[src/rtl/vdq_pkg.sv]
package vdq_pkg;
  localparam int CPU_AW = 16;
  localparam int DW     = 8;
  localparam int VAW    = 14;

  typedef struct packed {
    logic [VAW-1:0] addr;
    logic [DW-1:0]  data;
  } vdq_entry_t;

  typedef enum logic [1:0] {
    ST_IDLE = 2'd0,
    ST_WAIT = 2'd1,
    ST_LOW  = 2'd2
  } vdq_state_t;
endpackage

[src/rtl/vdq_window.sv]
module vdq_window
  import vdq_pkg::*;
#(
  parameter logic [CPU_AW-1:0] WIN_LO = 16'h5000,
  parameter logic [CPU_AW-1:0] WIN_HI = 16'h7FFF
) (
  input  logic              cpu_we,
  input  logic [CPU_AW-1:0] cpu_addr,
  input  logic [DW-1:0]     cpu_data,
  output logic              hit,
  output vdq_entry_t        entry
);
  logic in_range;

  always_comb begin
    in_range   = (cpu_addr >= WIN_LO) && (cpu_addr <= WIN_HI);
    hit        = cpu_we && in_range;
    entry.addr = VAW'(cpu_addr - WIN_LO);
    entry.data = cpu_data;
  end
endmodule

[src/rtl/vdq_fifo.sv]
module vdq_fifo
  import vdq_pkg::*;
#(
  parameter int DEPTH = 16
) (
  input  logic       clk,
  input  logic       rst_n,
  input  logic       push_req,
  input  vdq_entry_t push_entry,
  input  logic       pop,
  output vdq_entry_t head,
  output logic       full,
  output logic       empty,
  output logic       overflow
);
  localparam int PTR_W = (DEPTH > 1) ? $clog2(DEPTH) : 1;
  localparam int CNT_W = $clog2(DEPTH + 1);
  localparam logic [PTR_W-1:0] PTR_LAST = PTR_W'(DEPTH - 1);
  localparam logic [CNT_W-1:0] CNT_FULL = CNT_W'(DEPTH);

  vdq_entry_t       mem [DEPTH];
  logic [PTR_W-1:0] wr_ptr, wr_ptr_nxt;
  logic [PTR_W-1:0] rd_ptr, rd_ptr_nxt;
  logic [CNT_W-1:0] count, count_nxt;
  logic             ovf_q, ovf_nxt;
  logic             push_ok, pop_ok;

  always_comb begin
    full    = (count == CNT_FULL);
    empty   = (count == '0);
    push_ok = push_req && !full;
    pop_ok  = pop && !empty;
    head    = mem[rd_ptr];

    wr_ptr_nxt = wr_ptr;
    if (push_ok) begin
      wr_ptr_nxt = (wr_ptr == PTR_LAST) ? '0 : wr_ptr + 1'b1;
    end
    rd_ptr_nxt = rd_ptr;
    if (pop_ok) begin
      rd_ptr_nxt = (rd_ptr == PTR_LAST) ? '0 : rd_ptr + 1'b1;
    end
    count_nxt = count;
    if (push_ok && !pop_ok) begin
      count_nxt = count + 1'b1;
    end else if (!push_ok && pop_ok) begin
      count_nxt = count - 1'b1;
    end
    ovf_nxt = ovf_q || (push_req && full);
  end

  always_ff @(posedge clk or negedge rst_n) begin
    if (!rst_n) begin
      wr_ptr <= '0;
      rd_ptr <= '0;
      count  <= '0;
      ovf_q  <= 1'b0;
    end else begin
      wr_ptr <= wr_ptr_nxt;
      rd_ptr <= rd_ptr_nxt;
      count  <= count_nxt;
      ovf_q  <= ovf_nxt;
    end
  end

  for (genvar g = 0; g < DEPTH; g++) begin : g_slot
    always_ff @(posedge clk) begin
      if (push_ok && (wr_ptr == PTR_W'(g))) begin
        mem[g] <= push_entry;
      end
    end
  end

  assign overflow = ovf_q;

  AST_COUNT_BOUND: assert property (@(posedge clk) disable iff (!rst_n)
    count <= CNT_FULL);
  AST_OVF_STICKY: assert property (@(posedge clk) disable iff (!rst_n)
    overflow |=> overflow);
  AST_FULL_DROP: assert property (@(posedge clk) disable iff (!rst_n)
    (full && push_req && !pop) |=> (full && overflow));
  AST_PUSH_POP_HOLD: assert property (@(posedge clk) disable iff (!rst_n)
    (push_req && !full && pop && !empty) |=> $stable(count));
  AST_NO_POP_EMPTY: assert property (@(posedge clk) disable iff (!rst_n)
    empty |-> !pop);
endmodule

[src/rtl/vdq_strobe.sv]
module vdq_strobe
  import vdq_pkg::*;
#(
  parameter int DLY = 2,
  parameter int LEN = 2
) (
  input  logic clk,
  input  logic rst_n,
  input  logic pix_rd,
  input  logic empty,
  output logic we_n,
  output logic pop
);
  localparam int SPAN  = (DLY > LEN) ? DLY : LEN;
  localparam int CNT_W = (SPAN > 1) ? $clog2(SPAN + 1) : 1;
  localparam logic [CNT_W-1:0] DLY_LAST = CNT_W'(DLY - 1);
  localparam logic [CNT_W-1:0] LEN_LAST = CNT_W'(LEN - 1);

  vdq_state_t       state, state_nxt;
  logic [CNT_W-1:0] cnt, cnt_nxt;
  logic             pix_q;
  logic             rd_fall;

  always_comb begin
    rd_fall   = pix_q && !pix_rd;
    state_nxt = state;
    cnt_nxt   = cnt;
    pop       = 1'b0;
    case (state)
      ST_IDLE: begin
        if (rd_fall && !empty) begin
          cnt_nxt   = '0;
          state_nxt = (DLY == 0) ? ST_LOW : ST_WAIT;
        end
      end
      ST_WAIT: begin
        if (pix_rd) begin
          state_nxt = ST_IDLE;
        end else if (cnt == DLY_LAST) begin
          cnt_nxt   = '0;
          state_nxt = ST_LOW;
        end else begin
          cnt_nxt = cnt + 1'b1;
        end
      end
      ST_LOW: begin
        if (cnt == LEN_LAST) begin
          pop       = 1'b1;
          state_nxt = ST_IDLE;
        end else begin
          cnt_nxt = cnt + 1'b1;
        end
      end
      default: state_nxt = ST_IDLE;
    endcase
  end

  always_ff @(posedge clk or negedge rst_n) begin
    if (!rst_n) begin
      state <= ST_IDLE;
      cnt   <= '0;
      pix_q <= 1'b1;
    end else begin
      state <= state_nxt;
      cnt   <= cnt_nxt;
      pix_q <= pix_rd;
    end
  end

  assign we_n = (state != ST_LOW);

  AST_STROBE_IN_FREE_SLOT: assert property (@(posedge clk) disable iff (!rst_n)
    !we_n |-> !pix_rd);
  AST_STROBE_NEEDS_ENTRY: assert property (@(posedge clk) disable iff (!rst_n)
    !we_n |-> !empty);
  AST_POP_ENDS_STROBE: assert property (@(posedge clk) disable iff (!rst_n)
    pop |=> we_n);
endmodule

[src/rtl/vram_defer_queue.sv]
module vram_defer_queue
  import vdq_pkg::*;
#(
  parameter int DEPTH = 16,
  parameter int DLY   = 2,
  parameter int LEN   = 2,
  parameter logic [15:0] WIN_LO = 16'h5000,
  parameter logic [15:0] WIN_HI = 16'h7FFF
) (
  input  logic        clk,
  input  logic        rst_n,
  input  logic        cpu_we,
  input  logic [15:0] cpu_addr,
  input  logic [7:0]  cpu_data,
  input  logic        pix_rd,
  output logic [13:0] vram_addr,
  output logic [7:0]  vram_data,
  output logic        vram_we_n,
  output logic        q_full,
  output logic        q_empty,
  output logic        q_overflow
);
  logic [1:0] rst_sync;
  logic       srst_n;
  logic       hit;
  logic       pop;
  vdq_entry_t in_entry;
  vdq_entry_t head;

  always_ff @(posedge clk or negedge rst_n) begin
    if (!rst_n) begin
      rst_sync <= 2'b00;
    end else begin
      rst_sync <= {rst_sync[0], 1'b1};
    end
  end
  assign srst_n = rst_sync[1];

  vdq_window #(.WIN_LO(WIN_LO), .WIN_HI(WIN_HI)) u_window (
    .cpu_we  (cpu_we),
    .cpu_addr(cpu_addr),
    .cpu_data(cpu_data),
    .hit     (hit),
    .entry   (in_entry)
  );

  vdq_fifo #(.DEPTH(DEPTH)) u_fifo (
    .clk       (clk),
    .rst_n     (srst_n),
    .push_req  (hit),
    .push_entry(in_entry),
    .pop       (pop),
    .head      (head),
    .full      (q_full),
    .empty     (q_empty),
    .overflow  (q_overflow)
  );

  vdq_strobe #(.DLY(DLY), .LEN(LEN)) u_strobe (
    .clk  (clk),
    .rst_n(srst_n),
    .pix_rd(pix_rd),
    .empty(q_empty),
    .we_n (vram_we_n),
    .pop  (pop)
  );

  assign vram_addr = head.addr;
  assign vram_data = head.data;

  AST_HOLD_DURING_STROBE: assert property (@(posedge clk) disable iff (!srst_n)
    (!vram_we_n && $past(!vram_we_n)) |-> ($stable(vram_addr) && $stable(vram_data)));
  AST_OUTSIDE_IGNORED: assert property (@(posedge clk) disable iff (!srst_n)
    (cpu_we && ((cpu_addr < WIN_LO) || (cpu_addr > WIN_HI)) && q_empty && vram_we_n) |=> q_empty);
endmodule

[config.mk]
export PLATFORM = sky130hd
export DESIGN_NAME = vram_defer_queue
export DESIGN_NICKNAME = d
export VERILOG_FILES = /design/src/rtl/vdq_pkg.sv /design/src/rtl/vdq_window.sv /design/src/rtl/vdq_fifo.sv /design/src/rtl/vdq_strobe.sv /design/src/rtl/vram_defer_queue.sv
export SDC_FILE = /design/constraint.sdc
export NUM_CORES = 1
export LEC_CHECK = 0
export ABC_CLOCK_PERIOD_IN_PS = 3150
export CAP_MARGIN = 40
export CORE_MARGIN = 2
export CORE_UTILIZATION = 30
export CTS_CLUSTER_SIZE = 20
export DETAILED_ROUTE_END_ITERATION = 12
export DONT_BUFFER_PORTS = 1
export PLACE_DENSITY = 0.43
export SYNTH_ARGS = -nofsm -noshare
export SYNTH_HDL_FRONTEND = slang
export SYNTH_HIERARCHICAL = 1
export SYNTH_SLANG_ARGS = --single-unit
[constraint.sdc]
create_clock -name clk -period 3.15 [get_ports clk]
set_input_delay 0.4725 -clock clk [delete_from_list [all_inputs] [get_ports clk]]
set_output_delay 0.4725 -clock clk [all_outputs]
set_load 0.05 [all_outputs]
Yosys cells after proc, flatten, opt, wreduce, memory -nomap -nowiden

Memory sizes are Yosys's and may differ from the RTL's.
Cells that the tools add are included.

Add/subtract/negate cells: 6
$lt $le $gt $ge: 2
Eq/ne operators: 26
Muxes and demuxes: 93
Reduce and logical (&&, ||, !) cells: 53

Operators with widths:

| operator                                               | number |
|---|---|
| 2-to-1 mux 22 bit                                      | 15 |
| OR reduction 22 bit                                    | 15 |
| 2-to-1 mux 4 bit                                       | 17 |
| 2-to-1 mux 1 bit                                       | 49 |
| == test 4 bit (second input constant)                  | 9 |
| logical AND 1 bit                                      | 25 |
| == test 4 x 3 -> 1 bit (second input constant)         | 4 |
| >= comparator 16 x 15 -> 1 bit (second input constant) | 1 |
| <= comparator 16 x 15 -> 1 bit (second input constant) | 1 |
| 2-to-1 mux 2 bit                                       | 8 |
| subtractor 14 x 13 -> 14 bit (second input constant)   | 1 |
| one-hot mux 2 bit (3 select lines)                     | 2 |
| 2-to-1 mux 5 bit                                       | 2 |
| adder 4 x 1 -> 4 bit (second input constant)           | 2 |
| == test 4 x 2 -> 1 bit (second input constant)         | 2 |
| inequality test 2 bit (second input constant)          | 3 |
| adder 5 x 1 -> 5 bit (second input constant)           | 1 |
| == test 5 bit (second input constant)                  | 1 |
| zero test 1 bit                                        | 5 |
| zero test 5 bit                                        | 1 |
| subtractor 5 x 1 -> 5 bit (second input constant)      | 1 |
| == test 2 x 1 -> 1 bit (second input constant)         | 2 |
| == test 4 x 1 -> 1 bit (second input constant)         | 1 |
| zero test 4 bit                                        | 1 |
| 10 further kinds                                       | 11 |

Register bits: 21
Bits in writable memories: 352
Input port bits: 28
Output and inout port bits: 26
Word-level logic and storage cells: 189
Memories kept: 1

Memory list:

| name       | words | bits a word | read ports | clocked after Yosys merged registers in | wr ports | line           | RTL |
|---|---|---|---|---|---|---|---|
| u_fifo.mem | 16    | 22          | 1          | 0                                       | 1        | vdq_fifo.sv:21 | `vdq_entry_t mem [DEPTH];` |

Logic depth before layout (Yosys ltp)

Word-level depth: 23
Mapped depth: 14

Cells and area by module

Netlist, hierarchy kept.

By module, submodules not included:

| module           | times used | cells each | area each (sq um) | seq. area each (sq um) |
|---|---|---|---|---|
| vdq_fifo         | 1          | 738        | 14388.8           | 10920.5 |
| vdq_strobe       | 1          | 35         | 349.1             | 126.4 |
| vdq_window       | 1          | 32         | 245.2             | 0.0 |
| vram_defer_queue | 1          | 3          | 53.8              | 50.0 |

Worst setup path before layout

Ideal clock, no wire load.

Path type: input -> register
Start: in cpu_addr[13]
End: mem u_fifo/mem[1][0] in the netlist's numbering (enable)
Library setup time: 429 ps
Data arrival time: 3124 ps
Required time: 2721 ps
Setup slack: -402 ps
Stages on the path: 9
Cells stage by stage: inv_1 ha_1 nor3b_1 nand4_1 a211oi_2 nor2b_2 buf_6 nand2_1 nor3_1

Cells in the longest elaborated chain, start to end: 23

Ends and longest elaborated chain:

| what                                                                                    | line                   | RTL |
|---|---|---|
| from (decl)                                                                             | vram_defer_queue.sv:13 | `input logic [15:0] cpu_addr,` |
| >= comparator 16 x 15 -> 1 bit / <= comparator 16 x 15 -> 1 bit (equally long branches) | vdq_window.sv:16       | `in_range = (cpu_addr >= WIN_LO) && (cpu_addr <= WIN_HI);` |
| logical AND 1 bit (*)                                                                   | vdq_window.sv:16       |  |
| logical AND 1 bit (*)                                                                   | vdq_window.sv:17       | `hit = cpu_we && in_range;` |
| net hit                                                                                 | vram_defer_queue.sv:25 | `logic hit;` |
| logical AND 1 bit (*)                                                                   | vdq_fifo.sv:31         | `push_ok = push_req && !full;` |
| net u_fifo.push_ok                                                                      | vdq_fifo.sv:26         | `logic push_ok, pop_ok;` |
| logical AND 1 bit                                                                       | vdq_fifo.sv:68         | `if (push_ok && (wr_ptr == PTR_W'(g))) begin` |
| 2-to-1 mux 1 bit                                                                        | vdq_fifo.sv:68         |  |
| 2-to-1 mux 1 bit (implied by the code)                                                  | vdq_fifo.sv:69         | `mem[g] <= push_entry;` |
| OR reduction 22 bit (no line)                                                           | n/a                    |  |
| 2-to-1 mux 4 bit (no line) / 2-to-1 mux 1 bit (equally long branches) (15 in series)    | n/a                    |  |
| to (decl)                                                                               | vdq_fifo.sv:21         |  |

Mark *: on every way through the listed nets, which the timed path passes. The rest lies on a longest branch.

Worst setup path in the final report

Start: reg u_fifo.rd_ptr[0]
End: out vram_data[7]

Cells in the longest elaborated chain, start to end: 1

Ends and longest elaborated chain:

| what                   | line                   | RTL |
|---|---|---|
| from (decl)            | vdq_fifo.sv:23         | `logic [PTR_W-1:0] rd_ptr, rd_ptr_nxt;` |
| from (signal assigned) | vdq_fifo.sv:60         | `rd_ptr <= rd_ptr_nxt;` |
| memory (16 x 22 bit)   | n/a                    |  |
| to (decl)              | vram_defer_queue.sv:17 | `output logic [7:0] vram_data,` |

Every way passes these cells.

==> impl_metrics.toml <==
[outcome]
status = "finished clean"

[global_route]
grt_first_pass_wirelength_microns = 54900
grt_start_max_net_pins = 62
grt_pass1_vias = 7894
grt_antenna_before_repair = 0
grtUsageTotal = 0.144
overflow = 0

[sta]
period_share = 0.965
grt_setup_unrepaired = "no"
period_needed_ns = 3.04
hold_viol_final = 0
setup_viol = 0
slew_viol_final = 0
skew_ns = 0.0153
worstMarginPinSlew_ns = 0.744
fmax_mhz = 329
slew-limit-headroom = 0.503

[worst_setup_path]
critPathKind = "register to output pin"
path_buf_inv = 3
cp_common_cell = "buf_12"
startpoint_type = "register"
max_stage_delay_ns = 0.55
endpoint_kind = "output pin"
worstPathRequired_ns = 2.68
worst_ep_arrival_time_ns = 2.57
cpMaxStageDelayCell = "dfrtp_4"
crit_chain = "buf_12 -> clkbuf_16 -> mux2i_1 -> a221oi_2 -> a22oi_1 -> nand2_1 -> buf_12"
critical-path-top-delay-family = "compound AO/OA/AOI/OAI gates"
critPathMaxFanout = 25

[synth]
synth.area.top_cells = "edfxtp_1, mux4_2, mux2i_1"
syn_inst = 808
yosysWarnings = 6
syn_avg_cell_area_sq_um = 18.6
netlist.area_leader.share = 0.703
synth-async-reset-ratio = 0.0563
yosysTopAreaCell = "edfxtp_1"
synth_nets = 855
synth_flop_cell = "edfxtp_1"
ys_top_cells_by_count = "edfxtp_1, mux2i_1, a221oi_1, mux4_2, nand2_1"
synth-seq-cells = 373
synth-edff-count = 352
synthesis.area_sq_um = 15000
synth_cell_types = 48
yosysMostFrequentCell = "edfxtp_1"
yosysSeqAreaShare = 0.738

[die]
core-area_sq_um = 49900
die-width_microns = 228
std_cell_rows = 82
fp.dieH_microns = 228
io_pins = 54
die_area_sq_um = 51900
start_util = 0.302

[place]
finalWeightedCongestion = 0.707
place_hpwl_microns = 20600
io_buffers = 0

[detailed_routing]
first_pass_iters = 5
drtAntennaViolNets = 0
drc = 0
num_vias = 7609
wl_per_cell_microns = 23.6
viasPerCell = 4.76
routed_wl_microns = 37700
initialDrtViolationCount = 516

[power]
combPwrFrac = 0.284
power.internal_mw = 10.5
p_total_mw = 14.9
power_frac_seq = 0.389
power.net_switching_mw = 4.46
cellPowerDensity_nw_per_um2 = 808
leakagePower_nw = 6.37
p_sw_frac = 0.299
ir_drop_uv = 437
p_clk_frac = 0.327

[cells_and_area]
area_growth_pct = 22.9
n_antenna_cell = 0
layout-drive-gt1-share = 0.234
nets = 942
utilization = 0.371

[clocking]
cts_buffers = 43
clock_sinks = 373
cts_tree = "done"
cts_root_buf = "clkbuf_16"
h-tree-depth = 2
insertion_delay_ns = 0.56
cts.clk_slew.worst_paths_ns = 0.05
max-clock-path-buffers = 3

[worst_hold_path]
worstHoldPathType = "register to async pin"

[run]
max_cap_viol_count = 0
layout by cell type (no fill, tap or decap), drive strengths merged, types with 2 or more instances in the layout:
cell         synthesis  routed
edfxtp             352     352
mux2i               90      90
buf                 50      79
clkbuf              12      55
mux4                44      44
a221oi              44      44
nand2               40      40
o21ai               32      32
dlygate4sd3          0      23
a22oi               23      23
dfrtp               20      20
ha                  18      18
inv                 17      18
nor2                17      17
clkinv               0      16
a21o                 7       7
nor3                 6       6
bufinv               0       4
xnor2                4       4
a21oi                4       4
nand2b               3       3
nand3                3       3
nor2b                3       3
clkinvlp             0       2
xor2                 2       2
nor4                 2       2
and2                 2       2
power by group through the flow:
stage	Sequential (mW)	Combinational, mW	Clock [mW]
floorplan	5.80	2.77	0
global placement	5.90	4.07	0
detailed placement	5.90	4.05	0
CTS	5.80	4.17	5.03
global route	5.83	4.56	5.21
finish	5.81	4.24	4.89
flip-flops by register name, summed over array words and instances, names as in the netlist:
name / count
u_fifo/rd_ptr: 4
u_strobe/pix_q: 1
u_strobe/cnt: 2
u_fifo/count: 5
u_fifo/wr_ptr: 4
u_fifo/overflow: 1
rst_sync: 2
u_strobe/state: 2
u_fifo/mem: 352
layout make-up:
class	instances	area [sq um]
Fill cell	4690	31400
Clock buffer	53	1160
Sequential cell	373	11100
Multi-Input combinational cell	356	3610
Tap cell	672	841
Clock inverter	23	215
Timing Repair Buffer	104	1500
Inverter	17	63.8
cells by family (layout without fill, tap and decap cells):
logic type | after synthesis | count (layout) | share of synthesized area
flops | 373 | 373 | 0.738
mux | 134 | 134 | 0.126
compound gates | 116 | 116 | 0.0570
simple gates | 80 | 80 | 0.0260
buf+inv | 79 | 197 | 0.0332
fa+ha+maj | 19 | 19 | 0.0163
xor+xnor | 6 | 6 | 0.00349
other cells | 1 | 1 | 0.000249
per-layer routing:
metal  track usage  up-vias  part of all wire
li1              -     3422                 -
met4        0.0435        0             0.020
met1         0.194     3996              0.46
met2         0.238      136              0.48
met3        0.0250       55             0.036
met5             0        -                 0
worst paths after layout:
check | start | end | slack, ns | cells after the start
min in group clk | pix_rd | u_strobe/state[1] | 0.15 | 2
min reg2reg | rst_sync[1] | u_strobe/cnt[1] | 0.08 | 0
max reg2reg | u_fifo/count[1] | u_fifo/count[4] | 0.47 | 9
min | rst_sync[1] | u_strobe/cnt[1] | 0.08 | 0
max | u_fifo/rd_ptr[0] | vram_data[7] | 0.11 | 7
max in group asynchronous | rst_sync[1] | u_strobe/pix_q | 2.65 | 1
what timing repair did:
action                                  4_1_cts  5_1_grt
buffers inserted                              0        2
endpoints found under the hold margin       319        0
resized for setup                             2        5
hold buffers                                 23        0
endpoints found under the setup margin        3       10
cloned                                        0        2
stage by stage:
stage                     instances  setup WS, ns  setup TNS (ns)  instance area (sq um)  hold slack (ns)
after detailed placement       1495       -0.0672         -0.0672                  16800           0.0785
after CTS                      1594       -0.0250         -0.0250                  18400           0.0838
after global routing           1598       0.00238               0                  18500           0.0900
after floorplan                 808         0.186               0                  15100            0.177
final                          1598         0.111               0                  18500           0.0784
after global placement         1494        0.0565               0                  16700            0.177
Note: power is estimated with default switching activity, not from simulation.
